**config.mk**
```make
export PLATFORM = sky130hd
export DESIGN_NAME = cap_exc_cause_unit
export DESIGN_NICKNAME = d
export VERILOG_FILES = /design/src/rtl/cexc_pkg.sv /design/src/rtl/cexc_code_map.sv /design/src/rtl/cexc_cause_reg.sv /design/src/rtl/cexc_pcc_redirect.sv /design/src/rtl/cexc_sysreg_gate.sv /design/src/rtl/cap_exc_cause_unit.sv
export SDC_FILE = /design/constraint.sdc
export NUM_CORES = 1
export LEC_CHECK = 0
export ABC_AREA = 1
export BUFFER_PORTS_ARGS = -buffer_cell sky130_fd_sc_hd__buf_4
export CELL_PAD_IN_SITES_DETAIL_PLACEMENT = 1
export CELL_PAD_IN_SITES_GLOBAL_PLACEMENT = 2
export CORE_MARGIN = 2
export CORE_UTILIZATION = 25
export DETAILED_ROUTE_END_ITERATION = 12
export PLACE_DENSITY = 0.88
export SETUP_SLACK_MARGIN = 0.15
export SLEW_MARGIN = 20
export SYNTH_ARGS = -nofsm -noshare
export SYNTH_HDL_FRONTEND = slang
export SYNTH_HIERARCHICAL = 1
export SYNTH_SLANG_ARGS = --single-unit
```
**constraint.sdc**
```tcl
create_clock -name clk -period 3.8 [get_ports clk]
set_input_delay 0.38 -clock clk [delete_from_list [all_inputs] [get_ports clk]]
set_output_delay 0.38 -clock clk [all_outputs]
set_load 0.05 [all_outputs]
```
**src/rtl/cexc_pkg.sv**
```systemverilog
package cexc_pkg;
  localparam int KIND_W  = 5;
  localparam int CODE_W  = 8;
  localparam int RIDX_W  = 5;
  localparam int CAUSE_W = 2 * CODE_W;
  localparam logic [CODE_W-1:0] NO_REG_FIELD = '1;
  localparam logic [CODE_W-1:0] HIGH_GROUP_BASE = 8'h10;

  typedef enum logic [KIND_W-1:0] {
    FK_NONE       = 5'd0,
    FK_LENGTH     = 5'd1,
    FK_TAG        = 5'd2,
    FK_SEAL       = 5'd3,
    FK_TYPE       = 5'd4,
    FK_CALL_TRAP  = 5'd5,
    FK_RET_TRAP   = 5'd6,
    FK_STK_UNDER  = 5'd7,
    FK_USER       = 5'd8,
    FK_TLB_NOSTC  = 5'd9,
    FK_INEXACT    = 5'd10,
    FK_GLOBAL     = 5'd11,
    FK_P_EXEC     = 5'd12,
    FK_P_LOAD     = 5'd13,
    FK_P_STORE    = 5'd14,
    FK_P_LDCAP    = 5'd15,
    FK_P_STCAP    = 5'd16,
    FK_P_STLOCAL  = 5'd17,
    FK_P_SEAL     = 5'd18,
    FK_P_SYSREG   = 5'd19
  } flt_kind_e;

  typedef struct packed {
    logic [CODE_W-1:0] code;
    logic [CODE_W-1:0] regf;
  } cause_t;
endpackage

```
**src/rtl/cexc_code_map.sv**
```systemverilog
module cexc_code_map
  import cexc_pkg::*;
(
  input  logic [KIND_W-1:0] kind,
  output logic [CODE_W-1:0] code,
  output logic              is_trap
);
  localparam logic [CODE_W-1:0] HIGH_SHIFT =
    HIGH_GROUP_BASE - CODE_W'(FK_GLOBAL);

  always_comb begin
    if (kind <= FK_INEXACT)
      code = CODE_W'(kind);
    else if (kind <= FK_P_SYSREG)
      code = CODE_W'(kind) + HIGH_SHIFT;
    else
      code = '0;
    is_trap = (kind == FK_CALL_TRAP) || (kind == FK_RET_TRAP);
  end
endmodule

```
**src/rtl/cexc_cause_reg.sv**
```systemverilog
module cexc_cause_reg
  import cexc_pkg::*;
(
  input  logic              clk,
  input  logic              rst_n,
  input  logic              take,
  input  logic [CODE_W-1:0] code,
  input  logic              trap_in,
  input  logic              has_reg,
  input  logic [RIDX_W-1:0] reg_idx,
  output cause_t            cause_q,
  output logic              strobe_q,
  output logic              trap_q
);
  cause_t next_cause;

  always_comb begin
    next_cause.code = code;
    next_cause.regf = has_reg ? CODE_W'(reg_idx) : NO_REG_FIELD;
  end

  always_ff @(posedge clk) begin
    if (!rst_n) begin
      cause_q  <= '0;
      strobe_q <= 1'b0;
      trap_q   <= 1'b0;
    end else begin
      strobe_q <= take;
      if (take) begin
        cause_q <= next_cause;
        trap_q  <= trap_in;
      end
    end
  end
endmodule

```
**src/rtl/cexc_pcc_redirect.sv**
```systemverilog
module cexc_pcc_redirect #(
  parameter int CAP_W  = 64,
  parameter int ADDR_W = 32
) (
  input  logic              clk,
  input  logic              rst_n,
  input  logic              take,
  input  logic              eret,
  input  logic [ADDR_W-1:0] pc,
  input  logic [CAP_W-1:0]  pcc_in,
  input  logic [CAP_W-1:0]  kcc_in,
  input  logic [CAP_W-1:0]  epcc_in,
  output logic              epcc_wr_valid,
  output logic [CAP_W-1:0]  epcc_wr_data,
  output logic [CAP_W-1:0]  next_pcc,
  output logic [CAP_W-1:0]  delayed_pcc
);
  localparam int NUM_PCC = 2;
  localparam int HI_W    = CAP_W - ADDR_W;

  logic [CAP_W-1:0] pcc_q [NUM_PCC];
  logic [CAP_W-1:0] saved_pcc;

  assign saved_pcc = {pcc_in[CAP_W-1 -: HI_W], pc};

  for (genvar g = 0; g < NUM_PCC; g++) begin : g_pcc
    always_ff @(posedge clk) begin
      if (!rst_n)    pcc_q[g] <= '0;
      else if (eret) pcc_q[g] <= epcc_in;
      else if (take) pcc_q[g] <= kcc_in;
    end
  end

  always_ff @(posedge clk) begin
    if (!rst_n) begin
      epcc_wr_valid <= 1'b0;
      epcc_wr_data  <= '0;
    end else begin
      epcc_wr_valid <= take;
      if (take) epcc_wr_data <= saved_pcc;
    end
  end

  assign next_pcc    = pcc_q[0];
  assign delayed_pcc = pcc_q[1];
endmodule

```
**src/rtl/cexc_sysreg_gate.sv**
```systemverilog
module cexc_sysreg_gate
  import cexc_pkg::*;
#(
  parameter int NUM_REGS  = 32,
  parameter int SYS_FIRST = 27
) (
  input  logic [RIDX_W-1:0] idx,
  input  logic              sys_perm,
  output logic              denied
);
  logic [NUM_REGS-1:0] protected_mask;

  for (genvar r = 0; r < NUM_REGS; r++) begin : g_mask
    assign protected_mask[r] = (r >= SYS_FIRST);
  end

  assign denied = protected_mask[idx] && !sys_perm;
endmodule

```
**src/rtl/cap_exc_cause_unit.sv**
```systemverilog
module cap_exc_cause_unit
  import cexc_pkg::*;
#(
  parameter int CAP_W     = 64,
  parameter int ADDR_W    = 32,
  parameter int NUM_REGS  = 32,
  parameter int SYS_FIRST = 27
) (
  input  logic                clk,
  input  logic                rst_n,
  input  logic                flt_valid,
  output logic                flt_ready,
  input  logic [4:0]          flt_kind,
  input  logic                flt_has_reg,
  input  logic [4:0]          flt_reg,
  input  logic [ADDR_W-1:0]   pc,
  input  logic [CAP_W-1:0]    pcc_in,
  input  logic [CAP_W-1:0]    kcc_in,
  input  logic [CAP_W-1:0]    epcc_in,
  input  logic                eret_req,
  output logic [15:0]         cause,
  output logic                exc_strobe,
  output logic                exc_trap,
  output logic                epcc_wr_valid,
  output logic [CAP_W-1:0]    epcc_wr_data,
  output logic [CAP_W-1:0]    next_pcc,
  output logic [CAP_W-1:0]    delayed_pcc,
  input  logic [4:0]          sys_query_idx,
  output logic                sys_query_denied
);
  localparam int SYS_PERM_BIT = CAP_W - 2;

  logic              take;
  logic [CODE_W-1:0] code;
  logic              is_trap;
  cause_t            cause_q;

  assign flt_ready = rst_n && !eret_req;
  assign take      = flt_valid && flt_ready;

  cexc_code_map u_map (
    .kind    (flt_kind),
    .code    (code),
    .is_trap (is_trap)
  );

  cexc_cause_reg u_cause (
    .clk      (clk),
    .rst_n    (rst_n),
    .take     (take),
    .code     (code),
    .trap_in  (is_trap),
    .has_reg  (flt_has_reg),
    .reg_idx  (flt_reg),
    .cause_q  (cause_q),
    .strobe_q (exc_strobe),
    .trap_q   (exc_trap)
  );

  assign cause = cause_q;

  cexc_pcc_redirect #(.CAP_W(CAP_W), .ADDR_W(ADDR_W)) u_redir (
    .clk           (clk),
    .rst_n         (rst_n),
    .take          (take),
    .eret          (eret_req),
    .pc            (pc),
    .pcc_in        (pcc_in),
    .kcc_in        (kcc_in),
    .epcc_in       (epcc_in),
    .epcc_wr_valid (epcc_wr_valid),
    .epcc_wr_data  (epcc_wr_data),
    .next_pcc      (next_pcc),
    .delayed_pcc   (delayed_pcc)
  );

  cexc_sysreg_gate #(.NUM_REGS(NUM_REGS), .SYS_FIRST(SYS_FIRST)) u_gate (
    .idx      (sys_query_idx),
    .sys_perm (pcc_in[SYS_PERM_BIT]),
    .denied   (sys_query_denied)
  );
endmodule

```
* Word-level counts from Yosys, hierarchy flattened
Memory sizes are Yosys's and may differ from the RTL's.
Cells that the tools add are included.
** Storage, ports and cells
- Bits in writable memories :: 128
- Logic and storage cells :: 39
- Flip-flop bits (word level) :: 82
- ROM bits :: 32
- Input bits :: 244
- Output and inout port bits :: 213
- Memories kept :: 2
** Memories
- u_redir.pcc_q :: words 2, bits a word 64, read ports 2, clocked after Yosys merged registers in 0, wr ports 2, line cexc_pcc_redirect.sv:21 : logic [CAP_W-1:0] pcc_q [NUM_PCC];
- (name not given) :: words 32, bits a word 1, read ports 1, clocked after Yosys merged registers in 0, wr ports 0, line cexc_sysreg_gate.sv:17 : assign denied = protected_mask[idx] && !sys_perm;
** Operators by class
- Equal/unequal tests :: 2
- Bitwise operators :: 4
- Reduce and logical (&&, ||, !) cells :: 6
- Muxes and demuxes :: 16
- Magnitude comparators :: 3
- Add/sub/neg operators :: 1
** Operator list (count)
- two-way mux 64 bit :: 4
- two-way mux 8 bit :: 3
- == test 5 x 3 -> 1 bit, second input constant :: 2
- two-way mux 1 bit :: 9
- adder 5 x 3 -> 6 bit, second input constant :: 1
- < comparator 5 x 6 -> 1 bit, second input constant :: 1
- less-or-equal comparator 5 x 4 -> 1 bit, second input constant :: 1
- less-or-equal comparator 5 bit, second input constant :: 1
- bitwise OR 1 bit :: 4
- logical AND 1 bit :: 3
- zero test 1 bit :: 2
- logical OR 1 bit :: 1

* Longest topological paths before layout
- Word-level depth :: 8
- Mapped depth :: 10
- Gate-level depth less buffers :: 10

* Hierarchy
Netlist, hierarchy kept.
** Modules (own cells, without submodules)
- cexc_pcc_redirect :: area each 7250.7 sq um, sequential area each 5144.9 sq um, cells an instance 691, instances 1
- cexc_cause_reg :: area each 566.8 sq um, sequential area each 320.3 sq um, cells an instance 70, instances 1
- cexc_code_map :: area each 231.5 sq um, sequential area each 0.0 sq um, cells an instance 45, instances 1
- cap_exc_cause_unit :: area each 23.8 sq um, sequential area each 0.0 sq um, cells an instance 5, instances 1
- cexc_sysreg_gate :: area each 17.5 sq um, sequential area each 0.0 sq um, cells an instance 4, instances 1

* Worst setup path before layout
OpenSTA, ideal clock, no wires.
- Kind :: input -> register
- Start point :: input eret_req
- End point :: memory u_redir.pcc_q[0][0] (enable)
- Arrival time :: 2.396 ns
- Stages :: 7
- Data required time :: 3.376 ns
- Buffers on the path :: 2
- Setup time :: 0.424 ns
- Slack :: 0.980 ns
- Cells stage by stage :: inv_1 nand2_2 nor2_2 nor2_2 buf_4 buf_4 nand2_1
** RTL lines
- from (decl) :: line cap_exc_cause_unit.sv:20 : input logic eret_req,
- to (decl) :: line cexc_pcc_redirect.sv:21

==> results.md <==
* Worst-skew pair later-pin latency at 0.52 ns
* Nets at 1,475
* DRT Wirelength at 30,100 µm
* Max_cap viols at 0
* Antenna cells at 0
* CP Launch Type: primary input
* Fillcell total at 3,660
* Initial Utilization at 25.5%
* Hold Path Class: primary input to flip-flop
* Final hold vios at 0
* R2R Setup Slk at 3.15 ns
* Post-CTS Setup Bufs at 0
* CP Buf/Inv Count at 4
* Vias in the first global route at 7,984
* M1 GR Usage at 19.3%
* Setup_tns at 0 ns
* Worst Reg-to-Reg Cells at 2
* Die width at 184 µm
* Arr. time, crit path at 2.11 ns
* Met3 Track Usage GR at 6.95%
* First-pass DRT Iterations at 4
* Via-to-Cell Ratio at 4.51
* End of the worst register-to-register path: u_redir/epcc_wr_data[43]$_SDFFE_PN0P_
* Last weighted congestion value of the routability-driven placer at 0.771
* Worst VDD drop at 0.000257 V
* Final setup fails at 0
* Slew @ Worst Pin at 1.04 ns
* Sink Count at 209
* Hold path cells at 3
* Worst hold path endpoint: u_redir/epcc_wr_data[7]$_SDFFE_PN0P_
* Clock-pin slew on the worst setup and hold paths at 0.06 ns
* WS Path Type: primary input to flip-flop
* Global route overflow at 0
* Rows at 65
* Die ar. at 0.0338 mm²
* Worst setup margin at 2.06 ns
* PD cells at 502 mW/mm²
* Final Skew at 0 ns
* Drt wl/cell at 18.2 µm
* Pleak at 0.00645 µW
* GRT Overall Usage at 17.0%
* Placed wire-length estimate at 21,200 µm
* Fmax at 0.576 GHz
* Post-CTS sizing at 0
* Slew Viols, Final at 0
* Io pins at 457
* DP Worst Slack at 1.49 ns
* Outcome: finished clean
* Initial antenna violation count at 1
* Clock buffer count from CTS at 25
* Top delay family on crit path: buffers and inverters
* FF-to-FF Start: u_redir/epcc_wr_data[43]$_SDFFE_PN0P_
* Iteration-0 DRC Markers at 269
* Remaining DRCs at 0
* Core outline area at 0.0317 mm²
* H-tree depth at 1
* RSZ-0062 raised after global routing: false
* Fin crit period at 1.74 ns
* Cts hold-fix bufs at 0
* TritonCTS clock tree: yes
* Period utilization at 45.7%
* Port-buffer cells at 424
* Synth Warn # at 6
* Met2 Use GR at 29.2%
* Cell breakdown of the critical path: buf_4 > buf_4 > nand2_1 > inv_2 > buf_12 > nand2_1 > nand2_1
* Mapped Area at 0.00809 mm²
* Busiest layer in global routing: met2
* Worst Path Max Fanout at 47
* Root Driver: clkbuf_16
* Slew headroom at 30.5%
* Slowest stage cell on the critical path: buf_4
* Via count at 7,437
* Largest net degree at the start of global routing at 65
* Mapped Cells at 815
* Synth-to-layout area growth at 53.0%
* Most used cell, CP: nand2_1
* Critical Path RT at 4.18 ns
* Library cells used by synthesis at 23
* CTS max path bufs at 3
* Share of layout cells above drive strength 1 at 38.9%
* Worst min-delay path startpoint: pc[7]
* #FFs+latches synth at 209
* Synth Area per Inst at 9.93 µm²
* Worst path max stage delay at 0.39 ns
* First-pass GRT wire length at 44,800 µm
* Worst setup EP type: flip-flop
* Die H at 184 µm
* Seq/Total Area, Yosys at 67.6%
* Final ANT Viol Nets at 0
==> worst max path at each step <==
stage               startpoint                                 end  slack [ns]  cells past startpoint
floorplan             eret_req       u_redir/pcc_q[0][0]$_DFFE_PP_        0.98                      7
global placement         rst_n      u_redir/pcc_q[0][46]$_DFFE_PP_        1.48                      7
detailed placement       rst_n  u_redir/pcc_q[1][40]$_SDFFCE_PN0P_        1.49                      7
CTS                      rst_n  u_redir/pcc_q[1][40]$_SDFFCE_PN0P_        2.04                      7
global route             rst_n  u_redir/pcc_q[1][40]$_SDFFCE_PN0P_        1.95                      7
finish                   rst_n   u_redir/pcc_q[1][4]$_SDFFCE_PN0P_        2.06                      7
==> layout by cell type (no fill, tap or decap), types with 2 or more instances in the layout <==
master     count
clkbuf_16     25
clkinv_2       5
nand2_4        2
dfxtp_1       81
nor2_1        36
conb_1         3
inv_1         12
clkbuf_8       2
clkbuf_1       5
nor2_4         2
buf_4        432
clkbuf_4       7
nand2_1      403
edfxtp_1     128
nand4_1       64
o21ai_1        3
nand3_1        8
o21ai_0       12
inv_2          5
ha_1           3
==> synth_stat cells, drive strengths merged <==
| cell type | count | area (µm²) |
|---|---|---|
| xor2 | 1 | 8.76 |
| xnor2 | 1 | 8.76 |
| o21ai | 15 | 75.1 |
| nand2 | 406 | 1530 |
| clkinv | 1 | 3.75 |
| buf | 47 | 288 |
| ha | 3 | 37.5 |
| dfxtp | 81 | 1620 |
| nand4 | 64 | 400 |
| edfxtp | 128 | 3840 |
| a21oi | 2 | 13.8 |
| nand3 | 8 | 40.0 |
| clkbuf | 2 | 7.51 |
| conb | 1 | 3.75 |
| nor2 | 38 | 148 |
| inv | 17 | 63.8 |
==> logic make-up (layout without fill, tap and decap cells) <==
group / count (synthesis) / after routing / synth area share (%)
and+or+nand+nor: 516 / 516 / 26.1
DFF: 209 / 209 / 67.6
buffers and inverters: 67 / 497 / 4.49
AOI/OAI and AO/OA: 17 / 17 / 1.10
adders and majority gates: 3 / 3 / 0.464
xor gates and xnor gates: 2 / 2 / 0.217
other: 1 / 3 / 0.0464
==> metal layers <==
layer	part of all wire [%]	wire length [µm]
met1	38	11500
met2	48	14400
met3	12	3470
met4	2.3	701
met5	0.040	12
==> state kept, by name, summed over array words and instances (netlist names) <==
| name | cells |
|---|---|
| u_cause/cause_q | 14 |
| u_redir/epcc_wr_valid | 1 |
| u_redir/epcc_wr_data | 64 |
| u_cause/strobe_q | 1 |
| u_redir/pcc_q | 128 |
| u_cause/trap_q | 1 |
==> tightest hold or removal path, stage by stage <==
cell and delay, ns:
buf_4 0.07, nand2_1 0.04, nand2_1 0.05
==> per-stage QoR <==
stage          std cells  power [µW]  area, µm²  utilization, %  hold slack, ns
6_report            1649        6220      12400            39.0          0.0449
5_1_grt             1649        6460      12400            39.0          0.0332
4_1_cts             1649        6320      12400            39.0          0.0121
3_5_place_dp        1603        3960      11600            36.6           0.435
3_3_place_gp        1603        3940      11600            36.6           0.430
2_1_floorplan        817        3430       8100               -           0.490
==> final cells by class <==
cell class	count	area (µm²)	area share, %
Timing Repair Buffer	433	3260	26.4
Multi-Input combinational cell	541	2290	18.5
Clock buffer	39	724	5.85
Tap cell	402	503	4.06
Sequential cell	209	5470	44.1
Inverter	18	67.6	0.546
Clock inverter	7	63.8	0.515
==> power breakdown <==
| group | internal (µW) | switching (µW) | total [µW] |
|---|---|---|---|
| registers | 2580 | 61.1 | 2640 |
| clock network | 1380 | 944 | 2320 |
| logic | 385 | 868 | 1250 |
| total | 4340 | 1870 | 6220 |
No activity file was read; power rests on OpenSTA's default activity.
